### src/rtl/mcpwm_pkg.sv
package mcpwm_pkg;

    // Band phase pattern selected by mode_sel
    typedef enum logic [1:0] {
        DISP_ALIGNED   = 2'd0,
        DISP_FLIPPED   = 2'd1,
        DISP_SPLIT     = 2'd2,
        DISP_ALTERNATE = 2'd3
    } disp_e;

    // True when band 'band' of 'nbands' runs its triangle mirrored
    function automatic logic band_mirrored(disp_e m, int band, int nbands);
        logic mir;
        case (m)
            DISP_ALIGNED:   mir = 1'b0;
            DISP_FLIPPED:   mir = 1'b1;
            DISP_SPLIT:     mir = (band < nbands / 2);
            default:        mir = ((band % 2) == 1);
        endcase
        return mir;
    endfunction

endpackage

### src/rtl/mcpwm_tri_gen.sv
module mcpwm_tri_gen
    import mcpwm_pkg::*;
#(
    parameter int CNT_W = 8
) (
    input  logic             clk,
    input  logic             rst_n,
    input  logic [CNT_W-1:0] half_period_i,
    input  logic [1:0]       mode_i,
    output logic [CNT_W-1:0] cnt_o,
    output logic [CNT_W-1:0] half_o,
    output disp_e            mode_o
);

    typedef struct packed {
        logic [CNT_W-1:0] cnt;
        logic             down;
        logic [CNT_W-1:0] half;
        disp_e            mode;
    } tri_state_t;

    tri_state_t st_d, st_q;
    logic [CNT_W-1:0] half_in;

    always_comb begin
        half_in = (half_period_i == '0) ? CNT_W'(1) : half_period_i;
        st_d    = st_q;
        if (!rst_n) begin
            st_d.cnt  = '0;
            st_d.down = 1'b0;
            st_d.half = half_in;
            st_d.mode = disp_e'(mode_i);
        end else if (!st_q.down) begin
            st_d.cnt = st_q.cnt + 1'b1;
            if ((st_q.cnt + 1'b1) >= st_q.half) begin
                st_d.down = 1'b1;
            end
        end else begin
            st_d.cnt = st_q.cnt - 1'b1;
            if (st_q.cnt == CNT_W'(1)) begin
                // entering the trough: period boundary, capture settings
                st_d.down = 1'b0;
                st_d.half = half_in;
                st_d.mode = disp_e'(mode_i);
            end
        end
    end

    always_ff @(posedge clk) begin
        st_q <= st_d;
    end

    assign cnt_o  = st_q.cnt;
    assign half_o = st_q.half;
    assign mode_o = st_q.mode;

endmodule

### src/rtl/mcpwm_carrier_bank.sv
module mcpwm_carrier_bank
    import mcpwm_pkg::*;
#(
    parameter int CNT_W = 8,
    parameter int NCAR  = 8,
    parameter int CAR_W = 12
) (
    input  logic [CNT_W-1:0]            cnt_i,
    input  logic [CNT_W-1:0]            half_i,
    input  disp_e                       mode_i,
    output logic [NCAR-1:0][CAR_W-1:0]  car_o
);

    localparam int HALF_N = NCAR / 2;

    for (genvar k = 0; k < NCAR; k++) begin : g_band
        int h_i;
        int c_i;
        int v_i;
        always_comb begin
            h_i = int'(half_i);
            c_i = int'(cnt_i);
            v_i = (k - HALF_N) * h_i;
            if (band_mirrored(mode_i, k, NCAR)) begin
                v_i = v_i + h_i - c_i;
            end else begin
                v_i = v_i + c_i;
            end
            car_o[k] = CAR_W'(v_i);
        end
    end

endmodule

### src/rtl/mcpwm_phase_cmp.sv
module mcpwm_phase_cmp #(
    parameter int NCAR  = 8,
    parameter int CAR_W = 12,
    parameter int REF_W = 12,
    parameter int LVL_W = 4
) (
    input  logic                       clk,
    input  logic                       rst_n,
    input  logic signed [REF_W-1:0]    ref_i,
    input  logic [NCAR-1:0][CAR_W-1:0] car_i,
    output logic [NCAR-1:0]            bits_o,
    output logic signed [LVL_W-1:0]    level_o
);

    localparam int HALF_N = NCAR / 2;
    localparam int CMP_W  = ((REF_W > CAR_W) ? REF_W : CAR_W) + 1;

    typedef struct packed {
        logic [NCAR-1:0]  bits;
        logic [LVL_W-1:0] level;
    } cmp_state_t;

    cmp_state_t st_d, st_q;
    logic signed [CMP_W-1:0] ref_ext;
    logic [NCAR-1:0]         hit;
    logic [LVL_W-1:0]        ones;

    for (genvar k = 0; k < NCAR; k++) begin : g_cmp
        logic signed [CMP_W-1:0] car_ext;
        assign car_ext = CMP_W'($signed(car_i[k]));
        assign hit[k]  = (ref_ext > car_ext);
    end

    always_comb begin
        ref_ext = CMP_W'(ref_i);
        ones    = '0;
        for (int k = 0; k < NCAR; k++) begin
            ones = ones + LVL_W'(hit[k]);
        end
        if (!rst_n) begin
            st_d.bits  = '0;
            st_d.level = LVL_W'(-HALF_N);
        end else begin
            st_d.bits  = hit;
            st_d.level = ones - LVL_W'(HALF_N);
        end
    end

    always_ff @(posedge clk) begin
        st_q <= st_d;
    end

    assign bits_o  = st_q.bits;
    assign level_o = st_q.level;

endmodule

### src/rtl/mcpwm_level_gen.sv
module mcpwm_level_gen
    import mcpwm_pkg::*;
#(
    parameter int CNT_W      = 8,
    parameter int REF_W      = 12,
    parameter int NUM_LEVELS = 9
) (
    input  logic                        clk,
    input  logic                        rst_n,
    input  logic [CNT_W-1:0]            half_period,
    input  logic [1:0]                  mode_sel,
    input  logic signed [REF_W-1:0]     ref_a,
    input  logic signed [REF_W-1:0]     ref_b,
    input  logic signed [REF_W-1:0]     ref_c,
    output logic [NUM_LEVELS-2:0]       cmp_a,
    output logic [NUM_LEVELS-2:0]       cmp_b,
    output logic [NUM_LEVELS-2:0]       cmp_c,
    output logic signed [3:0]           level_a,
    output logic signed [3:0]           level_b,
    output logic signed [3:0]           level_c
);

    localparam int NCAR   = NUM_LEVELS - 1;
    localparam int HALF_N = NCAR / 2;
    localparam int CAR_W  = CNT_W + $clog2(NCAR) + 1;
    localparam int LVL_W  = $clog2(HALF_N + 1) + 1;

    logic [CNT_W-1:0]           tri_cnt;
    logic [CNT_W-1:0]           tri_half;
    disp_e                      tri_mode;
    logic [NCAR-1:0][CAR_W-1:0] carriers;

    logic signed [REF_W-1:0]    refs [3];
    logic [NCAR-1:0]            bits [3];
    logic signed [LVL_W-1:0]    lvls [3];

    mcpwm_tri_gen #(.CNT_W(CNT_W)) u_tri (
        .clk           (clk),
        .rst_n         (rst_n),
        .half_period_i (half_period),
        .mode_i        (mode_sel),
        .cnt_o         (tri_cnt),
        .half_o        (tri_half),
        .mode_o        (tri_mode)
    );

    mcpwm_carrier_bank #(.CNT_W(CNT_W), .NCAR(NCAR), .CAR_W(CAR_W)) u_bank (
        .cnt_i  (tri_cnt),
        .half_i (tri_half),
        .mode_i (tri_mode),
        .car_o  (carriers)
    );

    assign refs[0] = ref_a;
    assign refs[1] = ref_b;
    assign refs[2] = ref_c;

    for (genvar p = 0; p < 3; p++) begin : g_phase
        mcpwm_phase_cmp #(
            .NCAR(NCAR), .CAR_W(CAR_W), .REF_W(REF_W), .LVL_W(LVL_W)
        ) u_cmp (
            .clk     (clk),
            .rst_n   (rst_n),
            .ref_i   (refs[p]),
            .car_i   (carriers),
            .bits_o  (bits[p]),
            .level_o (lvls[p])
        );
    end

    assign cmp_a   = bits[0];
    assign cmp_b   = bits[1];
    assign cmp_c   = bits[2];
    assign level_a = 4'(lvls[0]);
    assign level_b = 4'(lvls[1]);
    assign level_c = 4'(lvls[2]);

endmodule

### config.mk
export PLATFORM = sky130hd
export DESIGN_NAME = mcpwm_level_gen
export DESIGN_NICKNAME = d
export VERILOG_FILES = /design/src/rtl/mcpwm_pkg.sv /design/src/rtl/mcpwm_tri_gen.sv /design/src/rtl/mcpwm_carrier_bank.sv /design/src/rtl/mcpwm_phase_cmp.sv /design/src/rtl/mcpwm_level_gen.sv
export SDC_FILE = /design/constraint.sdc
export NUM_CORES = 1
export LEC_CHECK = 0
export CAP_MARGIN = 20
export CORE_MARGIN = 1.5
export CORE_UTILIZATION = 50
export DETAILED_ROUTE_END_ITERATION = 16
export GPL_ROUTABILITY_DRIVEN = 0
export PLACE_DENSITY = 0.68
export SLEW_MARGIN = 20
export SYNTH_ARGS = -nofsm -noshare
export SYNTH_HDL_FRONTEND = slang
export SYNTH_SLANG_ARGS = --single-unit
### constraint.sdc
create_clock -name clk -period 22.6 [get_ports clk]
set_input_delay 4.52 -clock clk [delete_from_list [all_inputs] [get_ports clk]]
set_output_delay 4.52 -clock clk [all_outputs]
set_load 0.03 [all_outputs]
* Word-level counts from Yosys, hierarchy flattened *
Index checks and enable logic that the tools add are counted.

cells by class
  add/subtract/negate cells = 51
  $mul = 2
  magnitude comparators = 25
  equality and inequality tests = 5
  multiplexer cells = 16
  reductions and logical operators = 5

operator list
  cell                  count
  $gt 12x12->1          24
  $add 12x9->12         10
  $mux 12               8
  $sub 12x9->12         7
  $add 4x1->4           18
  $add 9x8->10          2
  $mux 10               2
  $add 8x8->9           2
  $mul 3x9->12 const A  1
  $neg 8->12            1
  $sub 4x3->4 const B   3
  $mux 11               1
  $neg 8->11            1
  $mul 2x8->10 const A  1
  $neg 8->10            1
  $mux 9                1
  $sub 8x8->9           1
  $add 8x1->8 const B   1
  $eq 8x1->1 const B    1
  $ge 8x8->1            1
  $logic_not 8->1       1
  $mux 8                1
  $sub 8x1->8 const B   1
  $add 1x1->2           3
  7 further kinds       11

storage, ports and cells
  flip-flop bits (word level) = 55
  input bits = 48
  output and inout port bits = 36
  logic and storage cells = 114

* Longest topological paths before layout *
  depth in word-level cells = 13
  mapped depth = 34
  depth with buffers taken out = 34

* By module *
Synthesis repeated with hierarchy kept, for this count alone.

second synthesis, totals
  cells, all modules = 2,382
  area, all modules = 18,293.8 sq um

by module, submodules not included
  module                                  times used  cells each  area an instance (sq um)  seq. area each (sq um)
  mcpwm_carrier_bank                      1           1,068       8,015.2                   0.0
  mcpwm_phase_cmp (g_phase[0].u_cmp ...)  2           391         2,980.4                   240.2
  mcpwm_phase_cmp (g_phase[2].u_cmp)      1           400         3,016.6                   240.2
  mcpwm_tri_gen                           1           132         1,301.2                   480.5

* Least setup slack after synthesis *
OpenSTA, ideal clock, no wires.

  path kind = input -> register
  from = input port ref_a[7]
  to = register g_phase[0].u_cmp.st_q, in the netlist g_phase[0].u_cmp.level_o[2]
  library setup time = 125 ps
  arrival time = 8,149 ps
  required time = 22,475 ps
  slack = 14,326 ps
  stages on the path = 17
  buffers on the path = 0
  cell sequence = ha_1 > a211oi_1 > o2111ai_1 > a221o_1 > o31ai_1 > o21a_1 > a21oi_1 > ha_1 > inv_1 > fa_1 > inv_1 > fa_1 > inv_1 > fa_1 > fa_1 > xnor2_1 > nand2_1

between the ends
  word-level cells in the longest chain between the ends = 9
  elaborated cells on any way between the ends = 16
  those cells by class = add/sub (8); order compare (8)

ends and longest elaborated chain
  item                         RTL line               RTL
  from (decl)                  mcpwm_level_gen.sv:12  input logic signed [REF_W-1:0] ref_a,
  $gt 12x12->1                 mcpwm_phase_cmp.sv:31  assign hit[k] = (ref_ext > car_ext);
  net g_phase[0].u_cmp.hit[1]  mcpwm_phase_cmp.sv:25  logic [NCAR-1:0] hit;
  $add 1x1->2                  mcpwm_phase_cmp.sv:38  ones = ones + LVL_W'(hit[k]);
  $add 4x1->4 (6 in series)    mcpwm_phase_cmp.sv:38
  $sub 4x3->4                  mcpwm_phase_cmp.sv:45  st_d.level = ones - LVL_W'(HALF_N);
  to (signal assigned)         mcpwm_phase_cmp.sv:50  st_q <= st_d;
  to (decl)                    mcpwm_phase_cmp.sv:23  cmp_state_t st_d, st_q;

The timed path passes the listed nets, and every way through them passes these cells.
A chain may end at the register's enable or synchronous reset.

* Worst setup path in the final report *
  from = register u_tri.st_q, in the netlist u_tri.half_o[1]
  to = register g_phase[0].u_cmp.st_q, in the netlist g_phase[0].u_cmp.level_o[2]

between the ends
  word-level cells in the longest chain between the ends = 13
  elaborated cells on any way between the ends = 51
  those cells by class = add/sub (33); mul (2); order compare (8); mux (8)

ends and longest elaborated chain
  item                         RTL line                  RTL
  from (decl)                  mcpwm_tri_gen.sv:22       tri_state_t st_d, st_q;
  from (signal assigned)       mcpwm_tri_gen.sv:50       st_q <= st_d;
  $mul 3x9->12                 mcpwm_carrier_bank.sv:23  v_i = (k - HALF_N) * h_i;
  $add 12x9->12                mcpwm_carrier_bank.sv:25  v_i = v_i + h_i - c_i;
  $sub 12x9->12                mcpwm_carrier_bank.sv:25
  $mux 12 *                    mcpwm_carrier_bank.sv:24  if (band_mirrored(mode_i, k, NCAR)) begin
  $gt 12x12->1 *               mcpwm_phase_cmp.sv:31
  net g_phase[0].u_cmp.hit[1]  mcpwm_phase_cmp.sv:25
  $add 1x1->2 *                mcpwm_phase_cmp.sv:38
  $add 4x1->4 * (6 in series)  mcpwm_phase_cmp.sv:38
  $sub 4x3->4 *                mcpwm_phase_cmp.sv:45

Mark *: on every way through the listed nets, which the timed path passes. The rest lies on a longest branch.

==> flow_summary.toml <==
[clock_network]
cts_buffers = 5
htree_levels = 2
clkSlewWorstSetupHoldPaths_ns = 0.10
holdBufCountCts = 0
cts_tree = "done"
cts.sinks = 55
cts_resized = 0
clock_latency_ns = 0.33
cts_setup_buffers = 0
cts-root-buf = "clkbuf_16"
cts_buffer_depth = 2

[worst_setup_path]
reg2reg_from = "u_tri.half_o[1]"
max_stage_delay_ns = 0.88
reg2reg_slack_ns = 13.40
ff2ff_path_depth = 33
crit_family = "adder cells"
rr_endpoint = "g_phase[0].u_cmp.level_o[2]"
crit_type = "reg -> reg"
cp_slowest_cell = "edfxtp_1"
worstSetupPathDepth = 33
cp.arrival_ns = 9.39
critPathLaunchType = "flip-flop"
crit_fanout = 14
worstSetupEndpoint = "g_phase[0].u_cmp.level_o[2]"
setup.worst_path.end_class = "flip-flop"
worstSetupStartpoint = "u_tri.half_o[1]"
worst-path-buf-inv = 5
crit_required_ns = 22.79

[sta]
tightest_slew_ns = 1.10
period_minus_slack_ns = 9.20
rsz0062_at_grt = "no"
hold_violations = 0
finalSetupViolCount = 0
fmax_mhz = 109
fin_crit_sh_pct = 40.7
fin_setup_tns_ns = 0
final_max_slew_viol_count = 0
finClkSkew_ns = 0.0214
slew_headroom_pct = 25.8

[synth]
async_reset_ff_share_pct = 0
synth_cell_types = 75
ys_warn_count = 0
synth_edf_count = 10
synth-seq-cells = 55
syn_nets = 2563
synth_area_mm2 = 0.0165
avgSynthCellArea_um2 = 8.30
dominantRegCellSynth = "dfxtp_1"
ys_seq_area_share_pct = 7.28
synth_cells = 1988

[global_routing]
track_usage_pct = 31.7
grt_max_degree = 44
grt_pass1_vias = 14900
antenna_found_initial = 0
grt_overflow_total = 0
grt_pass1_wl_um = 82200

[final_layout]
drive_gt1_share_pct = 1.99
fill_cells = 3047
multi_input_area_mm2 = 0.0147
regArea_mm2 = 0.00120
fin_nets = 2634
area_growth_pct = 9.21

[floorplan]
num_rows = 66
dieArea_mm2 = 0.0341
fp.dieW_um = 185
coreArea_mm2 = 0.0325
pin_count = 84
start_util_pct = 50.7
die_h_um = 185

[run_status]
status = "finished clean"

[flow_run]
cap_viol_max_count = 0

[drt]
ant_nets = 0
vias = 15500
routedWlPerCell_um = 21.4
via_per_inst = 6.21
drcViolationCount = 0
first_pass_iters = 5
drtIter0Drc = 1177
postRouteWirelength_um = 53700

[worst_hold_path]
hold_path_class = "reg -> reg"
hold_depth = 2

[placement]
dp_hpwl_um = 44200
io_buffers = 83
-- placed cells by master (no fill, tap or decap), types with 18 or more instances in the layout --
master,count
xor2_1,30
inv_1,129
and2_1,19
o21bai_1,30
o21a_1,42
nor3_1,18
clkdlybuf4s50_1,83
a21o_1,53
ha_1,473
nand3_1,45
dfxtp_1,45
a31oi_1,19
a211oi_1,29
a21oi_1,182
nand2b_1,40
nor2_1,125
o21ai_0,116
fa_1,53
xnor2_1,108
nor4_1,20
mux2i_1,24
nand4_1,41
nand2_1,97
nor2b_1,41
-- metrics by stage --
step	cells	hold slack, ns	area [um^2]	util [%]	setup slack (ns)
final	2503	0.681	18000	55.4	13.40
after CTS	2502	0.668	18000	55.4	13.57
after floorplan	1988	0.554	16500	-	14.33
after global routing	2502	0.709	18000	55.4	13.00
after global placement	2494	0.656	17900	54.9	13.29
after detailed placement	2494	0.663	17900	54.9	13.26
-- worst min-delay path by stage --
| stage | start | to | slack, ns |
|---|---|---|---|
| floorplan | u_tri.cnt_o[0] | u_tri.cnt_o[0] | 0.55 |
| global placement | u_tri.st_q[10] | u_tri.st_q[10] | 0.66 |
| detailed placement | u_tri.cnt_o[0] | u_tri.cnt_o[0] | 0.66 |
| CTS | u_tri.st_q[10] | u_tri.cnt_o[6] | 0.67 |
| global route | u_tri.cnt_o[0] | u_tri.cnt_o[0] | 0.71 |
| finish | u_tri.st_q[10] | u_tri.cnt_o[6] | 0.68 |
-- flip-flops by register name (all words and copies together), names as in the netlist --
signal and cells:
g_phase.u_cmp.level_o 12, u_tri.st_q 1, g_phase.u_cmp.bits_o 24, u_tri.half_o 8, u_tri.mode_o 2, u_tri.cnt_o 8
-- kinds of logic after synthesis --
logic type	synth area share [%]
flops	7.28
simple gates	15.4
mux	1.66
buf+inv	3.85
xor+xnor	7.52
compound gates	22.0
fa+ha+maj	42.4
-- cell usage after synthesis, types with 8 or more instances --
cell type	instances	area share, %
a221o_1	8	0.49
edfxtp_1	10	1.8
a31oi_1	19	0.72
xor2_1	30	1.6
o21ai_1	8	0.24
o31ai_1	15	0.68
nand2_1	97	2.2
nand4_1	41	1.6
o21a_1	42	1.9
a211oi_1	29	1.3
clkbuf_1	30	0.68
a21o_1	53	2.4
nor3_1	18	0.55
nor2b_1	41	1.6
ha_1	474	36
nor3b_1	10	0.45
and2_1	19	0.72
nand2b_1	40	1.5
mux2i_1	24	1.5
nand3_1	45	1.4
inv_1	129	2.9
a21oi_1	182	5.5
or3_1	11	0.42
o21ai_0	116	3.5
dfxtp_1	45	5.5
xnor2_1	108	5.7
fa_1	53	6.4
o21bai_1	30	1.4
nor2_1	125	2.8
nor4_1	20	0.76
and3_1	16	0.61
-- worst min-delay path: stages, from the launching register on --
cell and delay, ns:
dfxtp_1 0.44, nor2_1 0.15, a211oi_1 0.06
-- metal layers --
layer	vias to the layer above	part of all wire, %	global-route usage (%)	routed length, um
met1	7385	43	40.1	23200
met4	0	5.3	15.0	2830
met2	568	44	52.6	23800
li1	7457	-	-	-
met3	130	7.2	4.82	3850
met5	-	0	0	0
-- final cells by class --
| cell class | instances | area share [%] |
|---|---|---|
| inverter | 131 | 2.73 |
| clock inverter | 3 | 0.125 |
| clock buffer | 5 | 0.694 |
| timing repair buffer | 100 | 5.32 |
| sequential | 55 | 6.66 |
| antenna | 1 | 0.0139 |
| multi-input combinational | 1766 | 81.4 |
| tap | 442 | 3.07 |
Power is not shown: default switching activity piles up to over one toggle a cycle in this logic, so the estimate is an artifact.
